**config.mk**
```make
export PLATFORM = sky130hd
export DESIGN_NAME = cpu_irq_if
export DESIGN_NICKNAME = d
export VERILOG_FILES = /design/src/rtl/cpuif_pkg.sv /design/src/rtl/cpuif_cfg_regs.sv /design/src/rtl/cpuif_active_stack.sv /design/src/rtl/cpuif_select.sv /design/src/rtl/cpu_irq_if.sv
export SDC_FILE = /design/constraint.sdc
export NUM_CORES = 1
export LEC_CHECK = 0
export ABC_AREA = 1
export BUFFER_PORTS_ARGS = -buffer_cell sky130_fd_sc_hd__buf_2
export CORE_AREA = 2 2 121 123
export DETAILED_ROUTE_END_ITERATION = 16
export DIE_AREA = 0 0 123 125
export GPL_TIMING_DRIVEN = 1
export HOLD_SLACK_MARGIN = 0.1
export SKIP_LAST_GASP = 1
export SYNTH_ARGS = -nofsm -noshare
export SYNTH_HDL_FRONTEND = slang
export SYNTH_SLANG_ARGS = --single-unit
```
**constraint.sdc**
```tcl
create_clock -name clk_i -period 5.9 [get_ports clk_i]
set_input_delay 1.18 -clock clk_i [delete_from_list [all_inputs] [get_ports clk_i]]
set_output_delay 1.18 -clock clk_i [all_outputs]
set_load 0.005 [all_outputs]
```
**src/rtl/cpuif_pkg.sv**
```systemverilog
package cpuif_pkg;
  localparam int OFF_CTRL    = 0;
  localparam int OFF_MASK    = 1;
  localparam int OFF_ACK     = 3;
  localparam int OFF_EOI     = 4;
  localparam int OFF_RUN     = 5;
  localparam int OFF_PEND    = 6;
  localparam int SPURIOUS_ID = 1023;
  localparam int ID_FIELD_W  = 24;
endpackage

```
**src/rtl/cpuif_cfg_regs.sv**
```systemverilog
module cpuif_cfg_regs #(
  parameter int PRIO_W = 8
) (
  input  logic              clk_i,
  input  logic              rst_ni,
  input  logic              wr_ctrl_i,
  input  logic              wr_mask_i,
  input  logic [31:0]       wdata_i,
  output logic              ctrl_en_o,
  output logic [PRIO_W-1:0] mask_o
);
  always_ff @(posedge clk_i or negedge rst_ni) begin
    if (!rst_ni) begin
      ctrl_en_o <= 1'b0;
      mask_o    <= '0;
    end else begin
      if (wr_ctrl_i) ctrl_en_o <= wdata_i[0];
      if (wr_mask_i) mask_o    <= wdata_i[PRIO_W-1:0];
    end
  end
endmodule

```
**src/rtl/cpuif_active_stack.sv**
```systemverilog
module cpuif_active_stack #(
  parameter int ID_W   = 10,
  parameter int PRIO_W = 8,
  parameter int DEPTH  = 4,
  parameter int CNT_W  = $clog2(DEPTH + 1)
) (
  input  logic              clk_i,
  input  logic              rst_ni,
  input  logic              push_i,
  input  logic [ID_W-1:0]   push_id_i,
  input  logic [PRIO_W-1:0] push_prio_i,
  input  logic              pop_i,
  output logic [ID_W-1:0]   top_id_o,
  output logic [PRIO_W-1:0] run_prio_o,
  output logic              empty_o,
  output logic              full_o,
  output logic [CNT_W-1:0]  depth_o
);
  logic [CNT_W-1:0]  cnt_q;
  logic [ID_W-1:0]   id_q   [DEPTH];
  logic [PRIO_W-1:0] prio_q [DEPTH];

  assign empty_o = (cnt_q == '0);
  assign full_o  = (cnt_q == CNT_W'(DEPTH));
  assign depth_o = cnt_q;

  always_ff @(posedge clk_i or negedge rst_ni) begin
    if (!rst_ni)                  cnt_q <= '0;
    else if (push_i && !full_o)   cnt_q <= cnt_q + 1'b1;
    else if (pop_i && !empty_o)   cnt_q <= cnt_q - 1'b1;
  end

  for (genvar g = 0; g < DEPTH; g++) begin : g_slot
    localparam logic [CNT_W-1:0] SLOT = CNT_W'(g);
    always_ff @(posedge clk_i or negedge rst_ni) begin
      if (!rst_ni) begin
        id_q[g]   <= '0;
        prio_q[g] <= '1;
      end else if (push_i && cnt_q == SLOT) begin
        id_q[g]   <= push_id_i;
        prio_q[g] <= push_prio_i;
      end
    end
  end

  always_comb begin
    top_id_o   = '0;
    run_prio_o = '1;
    for (int i = 0; i < DEPTH; i++) begin
      if (cnt_q == CNT_W'(i + 1)) begin
        top_id_o   = id_q[i];
        run_prio_o = prio_q[i];
      end
    end
  end
endmodule

```
**src/rtl/cpuif_select.sv**
```systemverilog
module cpuif_select #(
  parameter int PRIO_W = 8
) (
  input  logic              ctrl_en_i,
  input  logic              cand_valid_i,
  input  logic [PRIO_W-1:0] cand_prio_i,
  input  logic [PRIO_W-1:0] mask_i,
  input  logic [PRIO_W-1:0] run_prio_i,
  input  logic              full_i,
  output logic              eligible_o
);
  logic below_mask, preempts;
  assign below_mask = cand_prio_i < mask_i;
  assign preempts   = cand_prio_i < run_prio_i;
  assign eligible_o = ctrl_en_i && cand_valid_i && below_mask && preempts && !full_i;
endmodule

```
**src/rtl/cpu_irq_if.sv**
```systemverilog
module cpu_irq_if
  import cpuif_pkg::*;
#(
  parameter int ID_W   = 10,
  parameter int PRIO_W = 8,
  parameter int DEPTH  = 4,
  parameter int ADDR_W = 6
) (
  input  logic              clk_i,
  input  logic              rst_ni,
  input  logic              cand_valid_i,
  input  logic [ID_W-1:0]   cand_id_i,
  input  logic [PRIO_W-1:0] cand_prio_i,
  input  logic              reg_req_i,
  input  logic              reg_we_i,
  input  logic [ADDR_W-1:0] reg_addr_i,
  input  logic [31:0]       reg_wdata_i,
  output logic [31:0]       reg_rdata_o,
  output logic              irq_o,
  output logic              ack_o,
  output logic [ID_W-1:0]   ack_id_o,
  output logic              eoi_o,
  output logic [ID_W-1:0]   eoi_id_o
);
  localparam int CNT_W = $clog2(DEPTH + 1);
  localparam logic [ID_W-1:0] SPUR = ID_W'(SPURIOUS_ID);

  logic              rd, wr;
  logic              wr_ctrl, wr_mask, iar_rd, eoi_wr, eoi_match;
  logic              ctrl_en, eligible, empty, full;
  logic [PRIO_W-1:0] mask, run_prio;
  logic [ID_W-1:0]   top_id, ack_val;
  logic [CNT_W-1:0]  depth;

  assign rd      = reg_req_i && !reg_we_i;
  assign wr      = reg_req_i &&  reg_we_i;
  assign wr_ctrl = wr && reg_addr_i == ADDR_W'(OFF_CTRL);
  assign wr_mask = wr && reg_addr_i == ADDR_W'(OFF_MASK);
  assign iar_rd  = rd && reg_addr_i == ADDR_W'(OFF_ACK);
  assign eoi_wr  = wr && reg_addr_i == ADDR_W'(OFF_EOI);

  // completion only retires the innermost active interrupt
  assign eoi_match = eoi_wr && !empty &&
                     reg_wdata_i[ID_FIELD_W-1:0] == ID_FIELD_W'(top_id);

  cpuif_cfg_regs #(.PRIO_W(PRIO_W)) u_cfg (
    .clk_i     (clk_i),
    .rst_ni    (rst_ni),
    .wr_ctrl_i (wr_ctrl),
    .wr_mask_i (wr_mask),
    .wdata_i   (reg_wdata_i),
    .ctrl_en_o (ctrl_en),
    .mask_o    (mask)
  );

  cpuif_active_stack #(.ID_W(ID_W), .PRIO_W(PRIO_W), .DEPTH(DEPTH), .CNT_W(CNT_W)) u_stack (
    .clk_i       (clk_i),
    .rst_ni      (rst_ni),
    .push_i      (ack_o),
    .push_id_i   (cand_id_i),
    .push_prio_i (cand_prio_i),
    .pop_i       (eoi_match),
    .top_id_o    (top_id),
    .run_prio_o  (run_prio),
    .empty_o     (empty),
    .full_o      (full),
    .depth_o     (depth)
  );

  cpuif_select #(.PRIO_W(PRIO_W)) u_sel (
    .ctrl_en_i    (ctrl_en),
    .cand_valid_i (cand_valid_i),
    .cand_prio_i  (cand_prio_i),
    .mask_i       (mask),
    .run_prio_i   (run_prio),
    .full_i       (full),
    .eligible_o   (eligible)
  );

  assign irq_o    = eligible;
  assign ack_o    = iar_rd && eligible;
  assign ack_id_o = cand_id_i;
  assign eoi_o    = eoi_match;
  assign eoi_id_o = top_id;
  assign ack_val  = eligible ? cand_id_i : SPUR;

  always_comb begin
    reg_rdata_o = '0;
    if (rd) begin
      unique case (reg_addr_i)
        ADDR_W'(OFF_CTRL): reg_rdata_o = {31'b0, ctrl_en};
        ADDR_W'(OFF_MASK): reg_rdata_o = 32'(mask);
        ADDR_W'(OFF_ACK):  reg_rdata_o = 32'(ack_val);
        ADDR_W'(OFF_RUN):  reg_rdata_o = 32'(run_prio);
        ADDR_W'(OFF_PEND): reg_rdata_o = 32'(cand_valid_i ? cand_id_i : SPUR);
        default:           reg_rdata_o = '0;
      endcase
    end
  end
endmodule

```
==> flow_metrics.tcl <==
set metrics [dict create \
    rr_startpoint "u_stack.depth_o[0]" \
    synthDistinctLibCells 35 \
    dieArea_sq_um 15400 \
    start_kind "flop" \
    drive_gt1_share_pct 17.6 \
    rows 44 \
    cts.sinks 84 \
    antenna_cells 0 \
    dieHeight_um 125 \
    mostFrequentLayoutCell "nand2_1" \
    wirelength_um 17100 \
    hold_start "u_stack.prio_q[23]" \
    seq_area_frac_synth_pct 38.6 \
    ctsResizeCount 0 \
    cp_data_arrival_time_ps 4070 \
    tritoncts "yes" \
    synth_edf_count 0 \
    syn-cell-area_sq_um 5550 \
    period_minus_slack_ps 5250 \
    overflow 0 \
    dp_hpwl_um 12200 \
    path_clk_slew_ps 60 \
    netlist_instances 784 \
    path_cells "ha_1 -> ha_1 -> inv_2 -> buf_4 -> nand3_1 -> o211ai_1 -> o21ai_0 -> ha_1 -> nand2_1 -> nand2_1 -> nand2_1 -> nand2_1 -> nand2_1 -> nand3_1 -> o21bai_1 -> a21oi_1 -> buf_2" \
    synth-warning-count 0 \
    fmax_ghz 0.191 \
    dp_cells 1019 \
    powerDensity_nw_per_um2 203 \
    hold_end "u_stack.prio_q[23]" \
    grt_pass1_wl_um 26300 \
    antenna_found_initial 1 \
    rrSetupSlack_ps 1510 \
    io_buffers 85 \
    setup-violations-final 0 \
    cts_setup_buffers 0 \
    synth_flop_cell "dfrtp_1" \
    ys_ff_latch 84 \
    ctsHoldBuffers 0 \
    required_ps 4720 \
    drv_cap 0 \
    dr.pass1.iters 5 \
    p_leak_uw 0.00330 \
    worst-path-buf-inv 3 \
    clkLatencyLatePin_ps 340 \
    critPathKind "flop to output port" \
    tightestPinTransition_ps 794 \
    final_cell_mix "262 x nand2_1, 86 x o21ai_0, 84 x inv_1, 84 x buf_2, 52 x dfrtp_1" \
    start_util_pct 39.1 \
    hp-class "flop to flop" \
    wl_per_cell_um 16.5 \
    ant_nets 0 \
    max_slew_margin_pct 46.9 \
    cts.path.max_buffers 2 \
    crit_path_end_kind "output port" \
    dp_worst_setup_slack_ps 1040 \
    synthArstFlopShare_pct 100 \
    crit_path_frequent_cell "nand2_1" \
    cts_buffers 9 \
    drt_iter0_markers 393 \
    grt_max_degree 59 \
    status "completed" \
    area_growth_pct 13.2 \
    r2r_end "u_stack.id_q[6]" \
    boundaryPins 116 \
    grtUsageTotal_pct 22.5 \
    hold_viol 0 \
    rsz0062_at_grt "no" \
    rr_worst_depth 17 \
    crit_family "adder cells" \
    fin_cells 1035 \
    vias 5211 \
    slowest_stage "dfrtp_1" \
    htree_levels 3 \
    cts_root_buf "clkbuf_16" \
    coreArea_sq_um 14200 \
    fin_nets 927 \
    clock_skew_ps 9.22 \
    place.gp.congestion 0.882 \
    fin_crit_sh_pct 88.9 \
    ir_drop_mv 0.136 \
    setup_slack_ps 654 \
    post-route-util_pct 44.3 \
    cpPeakStageDelay_ps 420 \
    drc 0 \
    die_x_um 123 \
    drt-vias-per-instance 5.03 \
    crit_path_max_fanout 31 \
    slew_violations 0 \
    avgSynthCellArea_sq_um 7.08 \
    hold_depth 2 \
    setup_tns_ps 0 \
    grt_pass1_vias 4689 \
]
[final cells by class]
| cell class | count | area [sq um] |
|---|---|---|
| Multi-Input combinational cell | 568 | 2780 |
| Clock inverter | 2 | 13.8 |
| Timing Repair Buffer | 94 | 495 |
| Sequential cell | 84 | 2140 |
| Clock buffer | 14 | 297 |
| Fill cell | 1520 | 7910 |
| Tap cell | 184 | 230 |
| Inverter | 89 | 334 |
[synth_stat cells, types with 18 or more instances]
cell      number  area, sq um
nand2_1      262          983
o21ai_0       86          430
inv_1         84          315
dfrtp_1       52         1300
nand3_1       43          215
nor2_1        34          128
buf_4         32          240
dfstp_2       32          841
ha_1          20          250
o211ai_1      20          150
o21ai_1       18         90.1
[per-stage QoR]
step / hold WS, ps / power, uW / instance area (sq um)
after floorplan: 450 / 651 / 5630
after global placement: 463 / 701 / 5980
after detailed placement: 466 / 702 / 5980
after CTS: 475 / 1290 / 6290
after global routing: 492 / 1330 / 6290
final: 473 / 1280 / 6290
[kinds of logic after synthesis]
family	count (synthesis)	synth area share (%)
simple gates	360	26.8
compound gates	162	16.6
buf+inv	153	12.8
flops	84	38.6
fa+ha+maj	20	4.51
xor+xnor	4	0.631
other cells	1	0.0675
[report_power, final]
part | switching (uW) | internal [uW] | leakage (uW)
registers | 3.46 | 582 | 0.000977
logic | 72.7 | 33.4 | 0.00217
clock network | 239 | 349 | 0.000153
total | 315 | 965 | 0.00330
[metal layers]
metal / part of all wire, % / GRT usage [%]
met1: 48 / 33.4
met2: 45 / 33.5
met3: 4.8 / 3.65
met4: 2.4 / 6.55
met5: 0.059 / 0
[sequential cells by signal (all words and copies together) (netlist names)]
name,flops
u_cfg.mask_o,8
u_cfg.ctrl_en_o,1
u_stack.id_q,40
u_stack.depth_o,3
u_stack.prio_q,32
[worst register-to-register path, cell delays in order (launching register included)]
cell	delay (ps)
dfrtp_1	420
ha_1	210
ha_1	370
inv_2	330
buf_4	390
nand3_1	120
o211ai_1	100
o21ai_0	220
ha_1	350
nand2_1	70
nand2_1	40
nand2_1	50
nand2_1	60
nand2_1	120
nand4_4	300
buf_4	400
nor2_4	520
o21ai_0	170
[worst max path at each step]
stage / start / endpoint / slack [ps] / depth (start not counted)
2_1_floorplan: u_stack.depth_o[0] / ack_o / 1360 / 16
3_5_place_dp: u_stack.depth_o[0] / reg_rdata_o[6] / 1040 / 15
4_1_cts: u_stack.depth_o[0] / reg_rdata_o[6] / 680 / 17
5_1_grt: u_stack.depth_o[1] / reg_rdata_o[6] / 310 / 17
6_report: u_stack.depth_o[0] / reg_rdata_o[6] / 650 / 17
3_3_place_gp: u_stack.depth_o[0] / reg_rdata_o[6] / 1090 / 17
Power figures use the tool's default switching activity.
